**src/rtl/pwm_commit_pkg.sv**
```systemverilog
package pwm_commit_pkg;
    localparam int REG_W    = 32;
    localparam int STEP_W   = 16;
    localparam int THR_W    = 8;
    localparam int THR_LSB  = 0;
    localparam int STEP_LSB = THR_LSB + THR_W;
    localparam int RSV_LSB  = STEP_LSB + STEP_W;
    localparam int PEND_BIT = 30;
    localparam int EN_BIT   = 31;

    typedef struct packed {
        logic              en;
        logic              pend;
        logic [STEP_W-1:0] step;
        logic [THR_W-1:0]  thr;
    } ctrl_t;

    function automatic ctrl_t unpack_word(input logic [REG_W-1:0] w);
        ctrl_t c;
        c.en   = w[EN_BIT];
        c.pend = w[PEND_BIT];
        c.step = w[STEP_LSB +: STEP_W];
        c.thr  = w[THR_LSB +: THR_W];
        return c;
    endfunction

    function automatic logic [REG_W-1:0] pack_word(input ctrl_t c);
        logic [REG_W-1:0] w;
        w = '0;
        w[EN_BIT]               = c.en;
        w[PEND_BIT]             = c.pend;
        w[STEP_LSB +: STEP_W]   = c.step;
        w[THR_LSB +: THR_W]     = c.thr;
        return w;
    endfunction
endpackage

```
**src/rtl/pwm_stage_reg.sv**
```systemverilog
module pwm_stage_reg
    import pwm_commit_pkg::*;
(
    input  logic             clk,
    input  logic             rst,
    input  logic             wr_en,
    input  logic [REG_W-1:0] wr_data,
    input  logic             xfer_done,
    output ctrl_t            ctrl_q
);
    logic unused_rsv;
    assign unused_rsv = ^wr_data[PEND_BIT-1:RSV_LSB];

    always_ff @(posedge clk) begin
        if (rst) begin
            ctrl_q <= '0;
        end else begin
            if (xfer_done) ctrl_q.pend <= 1'b0;
            if (wr_en)     ctrl_q      <= unpack_word(wr_data);
        end
    end

    // staged fields only move on a write
    p_stage_hold_r3: assert property (@(posedge clk) disable iff (rst)
        !wr_en |=> ($stable(ctrl_q.step) && $stable(ctrl_q.thr) && $stable(ctrl_q.en)));

    // a finished transfer drops the flag unless a new commit arrives
    p_flag_clear_r4: assert property (@(posedge clk) disable iff (rst)
        (xfer_done && !(wr_en && wr_data[PEND_BIT])) |=> !ctrl_q.pend);
endmodule

```
**src/rtl/pwm_phase_gen.sv**
```systemverilog
module pwm_phase_gen #(
    parameter int STEP_W = pwm_commit_pkg::STEP_W,
    parameter int THR_W  = pwm_commit_pkg::THR_W
) (
    input  logic              clk,
    input  logic              rst,
    input  logic              run,
    input  logic              commit_req,
    input  logic [STEP_W-1:0] staged_step,
    input  logic [THR_W-1:0]  staged_thr,
    output logic [STEP_W-1:0] act_step,
    output logic [THR_W-1:0]  act_thr,
    output logic [STEP_W-1:0] phase,
    output logic              xfer
);
    logic [STEP_W:0] sum;
    logic            carry;
    logic            stalled;

    assign sum     = {1'b0, phase} + {1'b0, act_step};
    assign carry   = sum[STEP_W];
    assign stalled = (act_step == '0);
    assign xfer    = commit_req && (!run || carry || stalled);

    always_ff @(posedge clk) begin
        if (rst) begin
            phase    <= '0;
            act_step <= '0;
            act_thr  <= '0;
        end else begin
            phase <= run ? sum[STEP_W-1:0] : '0;
            if (xfer) begin
                act_step <= staged_step;
                act_thr  <= staged_thr;
            end
        end
    end

    // phase parked at zero while disabled
    p_idle_phase_r6: assert property (@(posedge clk) disable iff (rst)
        !run |=> (phase == '0));

    // zero step freezes the phase
    p_stall_hold_r8: assert property (@(posedge clk) disable iff (rst)
        (run && stalled) |=> $stable(phase));

    // active settings only change on a transfer
    p_active_hold_r3: assert property (@(posedge clk) disable iff (rst)
        !xfer |=> ($stable(act_step) && $stable(act_thr)));
endmodule

```
**src/rtl/pwm_duty_cmp.sv**
```systemverilog
module pwm_duty_cmp #(
    parameter int PH_W  = pwm_commit_pkg::STEP_W,
    parameter int THR_W = pwm_commit_pkg::THR_W
) (
    input  logic             run,
    input  logic [PH_W-1:0]  phase,
    input  logic [THR_W-1:0] thr,
    output logic             level
);
    localparam int TOP_LSB = PH_W - THR_W;

    logic unused_low;
    assign unused_low = ^phase[TOP_LSB-1:0];

    always_comb begin
        level = run && (phase[PH_W-1:TOP_LSB] >= thr);
    end
endmodule

```
**src/rtl/pwm_commit_top.sv**
```systemverilog
module pwm_commit_top
    import pwm_commit_pkg::*;
(
    input  logic        clk,
    input  logic        rst,
    input  logic        wr_en,
    input  logic [31:0] wr_data,
    output logic [31:0] rd_data,
    output logic        pwm_out
);
    ctrl_t             ctrl_q;
    logic              xfer;
    logic [STEP_W-1:0] act_step;
    logic [THR_W-1:0]  act_thr;
    logic [STEP_W-1:0] phase;

    pwm_stage_reg u_stage (
        .clk       (clk),
        .rst       (rst),
        .wr_en     (wr_en),
        .wr_data   (wr_data),
        .xfer_done (xfer),
        .ctrl_q    (ctrl_q)
    );

    pwm_phase_gen #(.STEP_W(STEP_W), .THR_W(THR_W)) u_phase (
        .clk         (clk),
        .rst         (rst),
        .run         (ctrl_q.en),
        .commit_req  (ctrl_q.pend),
        .staged_step (ctrl_q.step),
        .staged_thr  (ctrl_q.thr),
        .act_step    (act_step),
        .act_thr     (act_thr),
        .phase       (phase),
        .xfer        (xfer)
    );

    pwm_duty_cmp #(.PH_W(STEP_W), .THR_W(THR_W)) u_cmp (
        .run   (ctrl_q.en),
        .phase (phase),
        .thr   (act_thr),
        .level (pwm_out)
    );

    assign rd_data = pack_word(ctrl_q);

    // disabled output stays low
    p_off_low_r7: assert property (@(posedge clk) disable iff (rst)
        !rd_data[EN_BIT] |-> !pwm_out);

    // commit while disabled lands on the next edge
    p_idle_commit_r5: assert property (@(posedge clk) disable iff (rst)
        (rd_data[PEND_BIT] && !rd_data[EN_BIT] && !wr_en) |=> !rd_data[PEND_BIT]);

    // reserved bits read back as zero
    p_rsv_zero_r2: assert property (@(posedge clk) disable iff (rst)
        wr_en |=> (rd_data[PEND_BIT-1:RSV_LSB] == '0));
endmodule

```
**config.mk**
```make
export PLATFORM = sky130hd
export DESIGN_NAME = pwm_commit_top
export DESIGN_NICKNAME = d
export VERILOG_FILES = /design/src/rtl/pwm_commit_pkg.sv /design/src/rtl/pwm_stage_reg.sv /design/src/rtl/pwm_phase_gen.sv /design/src/rtl/pwm_duty_cmp.sv /design/src/rtl/pwm_commit_top.sv
export SDC_FILE = /design/constraint.sdc
export NUM_CORES = 1
export LEC_CHECK = 0
export BUFFER_PORTS_ARGS = -buffer_cell sky130_fd_sc_hd__buf_2
export CORE_ASPECT_RATIO = 0.7
export CORE_MARGIN = 10
export CORE_UTILIZATION = 59
export DETAILED_ROUTE_END_ITERATION = 6
export HOLD_SLACK_MARGIN = 0.15
export PLACE_DENSITY = 0.85
export SKIP_CTS_REPAIR_TIMING = 1
export SYNTH_ARGS = -nofsm -noshare
export SYNTH_HDL_FRONTEND = slang
export SYNTH_HIERARCHICAL = 1
export SYNTH_SLANG_ARGS = --single-unit
```
**constraint.sdc**
```tcl
create_clock -name clk -period 5 [get_ports clk]
set_input_delay 0.5 -clock clk [delete_from_list [all_inputs] [get_ports clk]]
set_output_delay 0.5 -clock clk [all_outputs]
set_load 0.02 [all_outputs]
```
# Yosys cells after proc, flatten, opt, wreduce, memory -nomap -nowiden
# Index checks and enable logic that the tools add are counted.
# classes
n_addsub	1
magnitude_cmp	1
mux	2
bitwise_logic	1
n_reduce_logical	8
# op_table
op	n
25-bit two-way mux	1
16-bit by 16-bit adder with 17-bit output	1
16-bit zero test	1
8-bit greater-or-equal comparator	1
1-bit logical AND	2
1-bit logical OR	2
2-bit nonzero test	1
2-bit OR reduction	1
1-bit zero test	1
1-bit two-way mux	1
1-bit NOT	1
# word_totals
ff_bits	66
inputBits	35
output_inout_bits	33
wordCells	20

# Depth between registers and ports, before layout
# Gate-level depths: netlist (run 1).
# logic_depth
depth_word	6
ltp_mapped	11
depth_no_buf	9

# Hierarchy
# The synthesis (run 1) kept the hierarchy.
# by_module_without_submodules
mod	instances	cells_per_inst	area_per_inst_um2
pwm_phase_gen	1	244	2293.4
pwm_stage_reg	1	85	920.9
pwm_duty_cmp	1	27	192.7
pwm_commit_top	1	7	48.8

# Worst setup path before layout (run 1)
# OpenSTA, ideal clock, no wires.
# synth_path
kind	register to register
startpoint	register u_phase.act_step[0]
endpoint	register, netlist name u_stage/ctrl_q[24]
arrival_ps	2465
setup_slack_ps	2465
stages_incl_launch_ff	12
path_buffers	2
cell_sequence	dfxtp_1 -> ha_1 -> fa_1 -> a211oi_2 -> nor3_2 -> o2111ai_2 -> nand2_1 -> a21bo_1 -> buf_6 -> buf_12 -> or3b_1 -> a21oi_1
# synth_between
elab_chain_len	5
# synth_rtl
item	line_no	source
start, declared	pwm_phase_gen.sv:11	output logic [STEP_W-1:0] act_step,
start signal, assigned	pwm_phase_gen.sv:33	act_step <= staged_step;
16-bit by 16-bit adder with 17-bit output	pwm_phase_gen.sv:20	assign sum = {1'b0, phase} + {1'b0, act_step};
1-bit logical OR	pwm_phase_gen.sv:23	assign xfer = commit_req && (!run || carry || stalled);
1-bit logical OR (*)	pwm_phase_gen.sv:23	
1-bit logical AND (*)	pwm_phase_gen.sv:23	
via xfer	pwm_commit_top.sv:12	logic xfer;
2-bit nonzero test (no source line) (*)	n/a	
# The timed path passes the listed nets; every way through them passes the cells marked *.
# A chain may end at the register's enable or synchronous reset.

# Worst setup path after layout (run 1)
# layout_path
startpoint	register u_phase.act_step[0]
endpoint	register, netlist name u_stage/ctrl_q[24]
# layout_between
elab_chain_len	5
# layout_rtl
item	line_no
16-bit by 16-bit adder with 17-bit output	pwm_phase_gen.sv:20
1-bit logical OR	pwm_phase_gen.sv:23
1-bit logical OR (*)	pwm_phase_gen.sv:23
1-bit logical AND (*)	pwm_phase_gen.sv:23
via xfer	pwm_commit_top.sv:12
2-bit nonzero test (no source line) (*)	n/a
# Marks and branches as above.

==> results of run 1 <==
through the flow:
step	util, %	worst slack (ps)
global route	68.3	1730
floorplan	-	2470
CTS	68.3	1910
detailed placement	64.5	1940
global placement	64.5	2050
finish	68.3	1880
worst min-delay path: cells and delay by family:
| family | cells | cell delay [ps] |
|---|---|---|
| muxes | 1 | 50 |
| buffers and inverters | 1 | 70 |
| and+or+nand+nor | 1 | 70 |
report_power, final:
part	internal (µW)	total, µW	leakage [µW]	switching [µW]
Clock	283	493	0.000107	210
Sequential	542	557	0.000537	14.5
Combinational	49.7	116	0.00112	66.2
Total	875	1170	0.00177	291
cell usage after synthesis, drive strengths merged (2+ instances only):
library cell | number | share of area [%]
dfxtp | 66 | 38
nand2b | 50 | 9.1
mux2i | 49 | 14
nor2 | 37 | 4.0
ha | 24 | 8.7
buf | 14 | 4.0
a21oi | 12 | 1.8
a21o | 11 | 2.5
inv | 11 | 1.2
nand2 | 11 | 1.2
nor3 | 11 | 1.7
clkbuf | 10 | 1.1
a211oi | 7 | 1.7
o21ai | 7 | 1.0
o21a | 6 | 1.3
nand3 | 5 | 0.72
nor4 | 4 | 0.72
nand4 | 3 | 0.54
o2111ai | 3 | 0.94
xor2 | 3 | 0.76
and2 | 2 | 0.36
nor2b | 2 | 0.36
nor3b | 2 | 0.43
o211ai | 2 | 0.43
xnor2 | 2 | 0.51
worst paths after layout:
path	start	end	slack, ps	cells past startpoint
min reg2reg	u_phase/act_thr[3]	u_phase/act_thr[3]	480	2
max	u_phase/act_step[0]	u_stage/ctrl_q[24]	1880	10
min	wr_data[13]	u_stage/ctrl_q[13]	390	3
max reg2reg	u_phase/act_step[0]	u_stage/ctrl_q[24]	1880	10
state kept, by name, indices dropped and copies added, names as in the netlist:
name	count
u_stage/ctrl_q	26
u_phase/act_step	16
u_phase/phase	16
u_phase/act_thr	8
cell type report:
| type | instances | area (µm²) | share of cell area, % |
|---|---|---|---|
| inverter | 11 | 41.3 | 1.06 |
| timing repair buffer | 56 | 283 | 7.26 |
| sequential | 66 | 1320 | 33.9 |
| clock buffer | 10 | 128 | 3.28 |
| clock inverter | 6 | 90.1 | 2.31 |
| multi-input combinational | 267 | 1940 | 49.7 |
| tap | 75 | 93.8 | 2.41 |
layer usage:
metal / vias to the layer above / wire [µm] / track usage [%]
met5: - / 0 / 0
met4: 0 / 94 / 5.24
met3: 10 / 417 / 6.39
met2: 59 / 3130 / 24.5
met1: 1237 / 3790 / 21.5
li1: 1341 / - / -
cell families (layout without fill, tap and decap cells):
logic type | Yosys count | count (layout) | share of synthesized area, %
and+or+nand+nor | 128 | 128 | 19.4
buffers and inverters | 35 | 83 | 6.30
xor gates and xnor gates | 5 | 5 | 1.27
AOI/OAI and AO/OA | 54 | 54 | 11.2
DFF | 66 | 66 | 38.2
adders and majority gates | 25 | 25 | 9.27
other | 1 | 6 | 0.109
muxes | 49 | 49 | 14.2
==> results.md, run 1 <==
- Remaining antenna violation count after routing: 0
- Worst setup SP type: flip-flop
- CTS Buffer Depth: 2
- Vias per cell: 5.39
- DP HPWL: 5.52 mm
- Slowest cell on crit path: fa_1
- Clock Pin Slew Worst Setup and Hold Paths: 80 ps
- Final min period: 3120 ps
- NumNets Final: 471
- Iter 0 DRT Violations: 122
- Number of global-route vias before repair: 2746
- Clk_lat worst skew: 340 ps
- Ant. Diodes: 0
- # DRC: 0
- Static Leak: 0.00177 µW
- CP required: 5260 ps
- Final Hold Vio Count: 0
- RSZ-0062 raised after global routing: no
- Synth warnings: 6
- H-tree depth: 3
- Largest net degree at the start of global routing: 77
- Synth Instances: 363
- Initial antenna violation count: 0
- GRT Overall Usage: 16.5%
- Cell Count, Final, Fillers Out: 491
- CP max FO: 14
- TritonCTS buffer count: 9
- Max Slew Vio Count: 0
- Die area: 0.00937 mm²
- Commonest non-fill, non-tap cell in the layout: dfxtp_1
- Area post-placement: 0.00367 mm²
- Worst-margin pin slew: 984 ps
- Number of synthesized flops with an enable pin: 0
- Critical path's top delay family: compound AO/OA/AOI/OAI gates
- Crit Path Class: reg -> reg
- Setup-failing EPs final: 0
- Total power: 1170 µW
- Synthesis-stage register bit count: 66
- Status: completed
- Placer Congestion: 0.904
- Max Freq: 0.320 GHz
- Pre-antenna DRT Iters: 4
- Chip Height: 84.0 µm
- Core region area: 0.00570 mm²
- I/O Buffers: 55
- Hold WC Path Type: in -> reg
- Drt total wl: 7.43 mm
- WL/cell: 15.1 µm
- TNS Setup: 0 ps
- Cell Chain, Critical Path: ha_1 > fa_1 > a211oi_2 > nor3_2 > o2111ai_2 > nand2_1 > a21bo_1 > buf_4 > or3b_1 > a21oi_1
- Synth-to-layout area growth: 12.6%
- First-pass GRT wire length: 12.9 mm
- CP bufs+invs: 1
- Primary FF master, synth: dfxtp_1
- # IOs: 68
- Crit path capture type: flip-flop
- Tcrit/Tclk final: 62.5%
- CTS tree: built
- Netlist Area Pre-Place: 0.00346 mm²
- Setup Skew: 7.86 ps
- Starting Density: 60.6%
- Grt ovf: 0
- Pwr Density: 299 mW/mm²
- Sink Count: 66
- Avg Synthesized Cell Area: 9.52 µm²
- Crit path largest cell delay: 460 ps
- Share of cells above drive strength 1: 18.5%
- Most frequent cells in the layout: dfxtp_1 (66), buf_2 (55), nand2b_1 (50), mux2i_1 (49), nor2_1 (37)
- Part of the Yosys area used for sequential elements: 38.2%
- Rel. slew slack: 34.4%
- DR vias: 2647
- Root Buffer: clkbuf_8
- Distinct cell type count after synthesis: 43
- Fin area: 0.00389 mm²
- Placed cell count: 475
- Fillers: 458
- Post-synth ARST share: 0%
- Worst path arrival time: 3390 ps
- Total of max-cap violations: 0
- Worst hold slack: 388 ps
- Die W: 111 µm
- VDD IR max: 0.239 mV
- Core Rows: 23
Power figures use the tool's default switching activity.
==> run 2: changes to the inputs <==
--- a/config.mk
+++ b/config.mk
@@ -8,10 +8,10 @@
 export BUFFER_PORTS_ARGS = -buffer_cell sky130_fd_sc_hd__buf_2
 export CORE_ASPECT_RATIO = 0.7
 export CORE_MARGIN = 10
-export CORE_UTILIZATION = 59
+export CORE_UTILIZATION = 55
 export DETAILED_ROUTE_END_ITERATION = 6
 export HOLD_SLACK_MARGIN = 0.15
-export PLACE_DENSITY = 0.85
+export PLACE_DENSITY = 0.8
 export SKIP_CTS_REPAIR_TIMING = 1
 export SYNTH_ARGS = -nofsm -noshare
 export SYNTH_HDL_FRONTEND = slang
==> constraint.sdc (replaced) <==
create_clock -name clk -period 3 [get_ports clk]
set_input_delay 0.3 -clock clk [delete_from_list [all_inputs] [get_ports clk]]
set_output_delay 0.3 -clock clk [all_outputs]
set_load 0.02 [all_outputs]
==> results.md, run 2 (same netlist as run 1, synthesis figures left out) <==
- Status: completed
- Die W: 115 µm (+2.9%)
- CP max FO: 7 (-7)
- Max Slew Vio Count: 0 (unchanged)
- Biggest regs: u_stage/ctrl_q: 26 flops, u_phase/act_step: 16 flops, u_phase/phase: 16 flops
- Final min period: 2650 ps (-472 ps)
- VDD IR max: 0.307 mV (+28%)
- CTS tree: built
- WL/cell: 15.2 µm (+0.42%)
- Grt ovf: 0 (unchanged)
- Crit path capture type: flip-flop
- Most frequent cells in the layout: dfxtp_1 (66), buf_2 (55), nand2b_1 (50), mux2i_1 (49), nor2_1 (37)
- Final WS setup: 349 ps (-1530 ps)
- Dpl ws: 407 ps (-1530 ps)
- Core region area: 0.00616 mm² (+8.0%)
- Hold WC Path Type: in -> reg
- Int Pwr: 1460 µW (+67%)
- Commonest non-fill, non-tap cell in the layout: dfxtp_1
- I/O Buffers: 55 (unchanged)
- Clk_lat worst skew: 340 ps (about the same)
- Biggest register: u_stage/ctrl_q
- CP required: 3270 ps (-1990 ps)
- RSZ-0062 raised after global routing: no
- Initial antenna violation count: 0 (unchanged)
- Rel. slew slack: 49.8% (+15 points)
- TNS Setup: 0 ps (unchanged)
- Core Rows: 24 (+4.3%)
- Worst-margin pin slew: 752 ps (-231 ps)
- Remaining antenna violation count after routing: 0 (unchanged)
- Clk pwr share: 42.0% (-0.3 points)
- Logic pwr share: 10.0% (about the same)
- # IOs: 68 (unchanged)
- Chip Height: 86.3 µm (+2.7%)
- Clock Pin Slew Worst Setup and Hold Paths: 70 ps (about the same)
- Final Util: 63.4% (-4.9 points)
- Sink Count: 66 (unchanged)
- Static Leak: 0.00177 µW (+0.27%)
- Fillers: 503 (+9.8%)
- CTS Buffer Depth: 2 (unchanged)
- Die area: 0.00990 mm² (+5.7%)
- Crit path largest cell delay: 450 ps (about the same)
- Crit Path Class: reg -> reg
- Synth-to-layout area growth: 13.0%
- Total power: 1940 µW (+66%)
- Setup Skew: 7.15 ps (-0.710 ps)
- Pre-antenna DRT Iters: 5 (+1)
- Max Freq: 0.377 GHz (+18%)
- Ant. Diodes: 0 (unchanged)
- GRT Overall Usage: 15.5% (-1.1 points)
- Max FFs per register: 26 (unchanged)
- Placer Congestion: 0.887 (-1.9%)
- TritonCTS buffer count: 9 (unchanged)
- Total of max-cap violations: 0 (unchanged)
- # DRC: 0 (unchanged)
- DP HPWL: 5.63 mm (+1.9%)
- Tcrit/Tclk final: 88.4% (+26 points)
- Starting Density: 56.1% (-4.5 points)
- Share of cells above drive strength 1: 18.7% (+0.20 points)
- Iter 0 DRT Violations: 175 (+43%)
- Setup-failing EPs final: 0 (unchanged)
- Pwr Density: 496 mW/mm² (+66%)
- First-pass GRT wire length: 12.6 mm (-2.7%)
- Switching power share of the total: 24.7% (-0.28 points)
- DR vias: 2701 (+2.0%)
- Register share of total power: 48.0% (+0.2 points)
- Multi-input logic area: 0.00194 mm² (unchanged)
- Final Hold Vio Count: 0 (unchanged)
- Root Buffer: clkbuf_8
- Slowest cell on crit path: fa_1
- Number of global-route vias before repair: 2671 (-2.7%)
- Flip-flop and latch area: 0.00132 mm² (unchanged)
- NumNets Final: 472 (+0.21%)
- H-tree depth: 3 (unchanged)
- Worst path arrival time: 2920 ps (-470 ps)
- P_sw: 478 µW (+64%)
- Worst setup SP type: flip-flop
- Vias per cell: 5.46 (+1.2%)
- Largest net degree at the start of global routing: 40 (-48%)
- Drt total wl: 7.52 mm (+1.2%)
- Cell Chain, Critical Path: ha_1 > fa_1 > a211oi_2 > nor3_2 > o2111ai_2 > nand2_1 > a21bo_1 > or3b_1 > a21oi_1
-- run 2: cell type report --
| class | count | area share (%) |
|---|---|---|
| multi-input cells | 267 | 49.6 |
| repair buffers | 57 | 7.44 |
| well taps | 78 | 2.50 |
| flip-flops and latches | 66 | 33.8 |
| clock inverters | 6 | 2.31 |
| clock buffers | 10 | 3.27 |
| inverters | 11 | 1.06 |
-- run 2: final timing paths --
| kind | startpoint | to | slack, ps | depth (start not counted) |
|---|---|---|---|---|
| worst max-delay path | u_phase/act_step[0] | u_stage/ctrl_q[24] | 350 | 9 |
| worst min-delay path | wr_data[0] | u_stage/ctrl_q[0] | 200 | 3 |
| worst max register to register | u_phase/act_step[0] | u_stage/ctrl_q[24] | 350 | 9 |
| worst min register to register | u_phase/act_thr[5] | u_phase/act_thr[5] | 480 | 2 |
-- run 2: per-stage QoR --
| step | cell area, µm² | std cells | hold WS [ps] |
|---|---|---|---|
| floorplan | 3470 | 368 | 444 |
| global placement | 3690 | 479 | 461 |
| detailed placement | 3690 | 479 | 462 |
| CTS | 3900 | 495 | 182 |
| global route | 3900 | 495 | 192 |
| finish | 3900 | 495 | 195 |
-- run 2: power by group through the flow --
stage	sequential (µW)	clock (µW)	combinational (µW)
after floorplan	967	0	127
after global placement	946	0	189
after detailed placement	948	0	194
after CTS	928	833	195
after global routing	932	872	213
final	928	813	194
-- run 2: metal layers --
metal	vias up	routed length [µm]	track usage, %	share of wire (%)
li1	1352	-	-	-
met1	1253	3730	21.1	50
met2	89	3280	22.2	44
met3	7	463	5.45	6.2
met4	0	46	4.82	0.61
met5	-	0	0	0
-- run 2: critical path, delay by kind of cell (launching register included) --
family	cells	cell delay [ps]
AOI/OAI and AO/OA	4	950
adders and majority gates	2	690
DFF	1	330
and+or+nand+nor	3	610
==> run 3: changes to the inputs <==
--- a/config.mk
+++ b/config.mk
@@ -15,5 +15,4 @@
 export SKIP_CTS_REPAIR_TIMING = 1
 export SYNTH_ARGS = -nofsm -noshare
 export SYNTH_HDL_FRONTEND = slang
-export SYNTH_HIERARCHICAL = 1
 export SYNTH_SLANG_ARGS = --single-unit
==> results.md, run 3 <==
- Synthesis-stage register bit count: 66 (unchanged)
- Share of cells above drive strength 1: 21.5% (+2.8 points)
- Synth warnings: 0 (-6)
- Switching power share of the total: 26.7% (+2.0 points)
- CTS Buffer Depth: 2 (unchanged)
- Worst path arrival time: 2930 ps (about the same)
- Max FFs per register: 26 (unchanged)
- Synth Area in Compound Gates: 18.6% (+7.4 points)
- Fin area: 0.00373 mm² (-4.4%)
- Distinct cell type count after synthesis: 56 (+30%)
- Biggest register: u_stage.ctrl_q
- Fillers: 465 (-7.6%)
- Synth Instances: 341 (-6.1%)
- Reg2Reg Depth: 6 (-3)
- Worst R2R Start: u_phase.phase[12]
- RSZ-0062 raised after global routing: no
- Clk pwr share: 41.0% (-1.0 points)
- Die area: 0.00957 mm² (-3.4%)
- Critical Path Sink: u_phase.act_step[5]
- Die W: 113 µm (-1.8%)
- Crit path largest cell delay: 850 ps (+400 ps)
- I/O Buffers: 55 (unchanged)
- Worst-margin pin slew: 959 ps (+206 ps)
- Pre-antenna DRT Iters: 5 (unchanged)
- Primary FF master, synth: dfxtp_1
- Chip Height: 84.9 µm (-1.7%)
- Reg-to-reg slack, setup: 360 ps (about the same)
- Crit Path Class: reg -> reg
- Netlist Area Pre-Place: 0.00331 mm² (-4.3%)
- Grt ovf: 0 (unchanged)
- Clk_lat worst skew: 350 ps (about the same)
- P_sw: 495 µW (+3.6%)
- Multiplexer share of the synthesized area: 8.47% (-5.7 points)
- Final Hold Vio Count: 0 (unchanged)
- Placed cell count: 454 (-5.2%)
- Part of the Yosys area used for sequential elements: 39.9% (+1.7 points)
- Rel. slew slack: 35.9% (-14 points)
- Max Slew Vio Count: 0 (unchanged)
- Core Rows: 23 (-4.2%)
- Remaining antenna violation count after routing: 0 (unchanged)
- Post-synth ARST share: 0% (unchanged)
- NumNets Final: 450 (-4.7%)
- Sink Count: 66 (unchanged)
- Commonest non-fill, non-tap cell in the layout: dfxtp_1
- Xor/xnor share of the synthesized area: 1.59% (+0.32 points)
- Starting Density: 57.2% (+1.1 points)
- Largest net degree at the start of global routing: 30 (-25%)
- FF-to-FF End: u_phase.act_step[5]
- Synth area leaders: dfxtp_1 (40%), ha_1 (9.1%), mux2i_1 (8.5%)
- First-pass GRT wire length: 12.5 mm (-0.88%)
- TritonCTS buffer count: 9 (unchanged)
- Top cell types by occurrence after synthesis: dfxtp_1 (66), nor2_1 (41), mux2i_1 (28)
- CP max FO: 24 (+17)
- Setup-failing EPs final: 0 (unchanged)
- Synth-to-layout area growth: 12.8%
- Max Freq: 0.379 GHz (+0.52%)
- Main combinational cell family by area after synthesis: compound AO/OA/AOI/OAI gates
- Root Buffer: clkbuf_8
- Placer Congestion: 0.898 (+1.3%)
- Iter 0 DRT Violations: 105 (-40%)
- Hold Crit Start: wr_data[14]
- TNS Setup: 0 ps (unchanged)
- Register share of total power: 49.9% (+1.9 points)
- Setup Skew: 8.31 ps (+1.16 ps)
- Biggest regs: u_stage.ctrl_q: 26 flops, u_phase.act_step: 16 flops, u_phase.phase: 16 flops
- Most frequent cells in the layout: dfxtp_1 (66), buf_2 (55), nor2_1 (41), mux2i_1 (28)
- Cell Count, Final, Fillers Out: 470 (-5.1%)
- Area post-placement: 0.00353 mm² (-4.2%)
- Int Pwr: 1360 µW (-6.9%)
- Status: completed
- WL/cell: 16.2 µm (+6.4%)
- Avg Synthesized Cell Area: 9.70 µm² (+1.9%)
- Tcrit/Tclk final: 87.9% (-0.46 points)
- Number of synthesized flops with an enable pin: 0 (unchanged)
- Synth Area in Simple Gates: 14.5% (-4.9 points)
- Hold WC Path Type: in -> reg
- H-tree depth: 3 (unchanged)
- Worst setup SP type: flip-flop
- DP HPWL: 5.68 mm (+1.0%)
- Static Leak: 0.00169 µW (-4.5%)
- Ant. Diodes: 0 (unchanged)
- Drt total wl: 7.60 mm (+1.0%)
- Number of global-route vias before repair: 2494 (-6.6%)
- Crit path launch: u_phase.phase[12]
- Worst hold slack: 182 ps (-13.2 ps)
- Pwr Density: 496 mW/mm² (+0.11%)
- Cell Chain, Critical Path: ha_1 > and4_4 > and3_4 > o2111ai_4 > a211oi_4 > a22o_1
- VDD IR max: 0.349 mV (+14%)
- Initial antenna violation count: 0 (unchanged)
- Share of the synthesized area in the top cell type: 39.9% (+1.7 points)
- Logic pwr share: 9.1% (-0.9 points)
- CTS tree: built
- Crit path capture type: flip-flop
- Post-synth top area cell: dfxtp_1
- CP required: 3290 ps (+20 ps)
- # IOs: 68 (unchanged)
- Post-Synth Adder-Cell Area: 9.68% (+0.41 points)
- Total of max-cap violations: 0 (unchanged)
- Clock Pin Slew Worst Setup and Hold Paths: 80 ps (about the same)
- Slowest cell on crit path: a211oi_4
- Most numerous cell in the Yosys netlist: dfxtp_1
- Core region area: 0.00578 mm² (-6.0%)
- Vias per cell: 5.65 (+3.6%)
- Final min period: 2640 ps (-13.7 ps)
- # DRC: 0 (unchanged)
- GRT Overall Usage: 15.8% (+0.36 points)
- DR vias: 2657 (-1.6%)
-- run 3: changes by cell type in the layout (fill, tap and decap cells not counted), sizes merged, moves of 4 or more --
| cell | change |
|---|---|
| nand2b | -46 |
| a22o | +24 |
| mux2i | -21 |
| a21o | -7 |
| and3 | +7 |
| inv | +6 |
| nand2 | +4 |
| nor2 | +4 |
-- run 3: metrics by stage --
step | utilization [%] | power (µW) | worst slack (ps)
floorplan | - | 1070 | 824
detailed placement | 61.0 | 1110 | 388
finish | 64.5 | 1850 | 363
global placement | 61.0 | 1110 | 407
global route | 64.5 | 1930 | 153
CTS | 64.5 | 1870 | 342
-- run 3: logic make-up after synthesis --
logic type / Yosys count
AND/OR/NAND/NOR: 99
buffers and inverters: 39
AO/OA/AOI/OAI: 77
flip-flops: 66
other: 1
multiplexers: 28
adder cells (fa/ha/maj): 25
XOR/XNOR: 6
-- run 3: per-layer routing --
layer	wire length (µm)	part of all wire, %	global-route usage (%)
met1	3820	50	22.0
met2	3220	42	22.5
met3	493	6.5	6.05
met4	68	0.90	3.56
met5	0	0	0
-- run 3: worst max-delay path, delay by kind of cell, from the launching register on --
family	cells	cell delay, ps
AO/OA/AOI/OAI	3	1260
adder cells (fa/ha/maj)	1	460
flip-flops	1	350
AND/OR/NAND/NOR	2	510
-- run 3: final cells by class --
type / count / area (µm²) / share of cell area, %
inverters: 16 / 60.1 / 1.61
clock buffers: 9 / 124 / 3.32
flip-flops and latches: 66 / 1320 / 35.4
well taps: 75 / 93.8 / 2.52
repair buffers: 56 / 283 / 7.58
clock inverters: 7 / 77.6 / 2.08
multi-input cells: 241 / 1770 / 47.5
-- run 3: how the worst min path moves through the flow --
stage | to | slack [ps] | depth (start not counted)
6_report | u_stage.ctrl_q[14] | 180 | 3
5_1_grt | u_stage.ctrl_q[11] | 170 | 3
4_1_cts | u_stage.ctrl_q[23] | 170 | 3
3_5_place_dp | u_phase.act_thr[3] | 460 | 1
3_3_place_gp | u_phase.act_thr[4] | 470 | 1
2_1_floorplan | u_stage.ctrl_q[24] | 430 | 2
-- run 3: power by group through the flow --
| stage | sequential (µW) | clock (µW) | combinational, µW |
|---|---|---|---|
| 2_1_floorplan | 962 | 0 | 104 |
| 3_3_place_gp | 943 | 0 | 165 |
| 3_5_place_dp | 944 | 0 | 169 |
| 4_1_cts | 924 | 771 | 170 |
| 5_1_grt | 928 | 813 | 186 |
| 6_report | 925 | 759 | 168 |
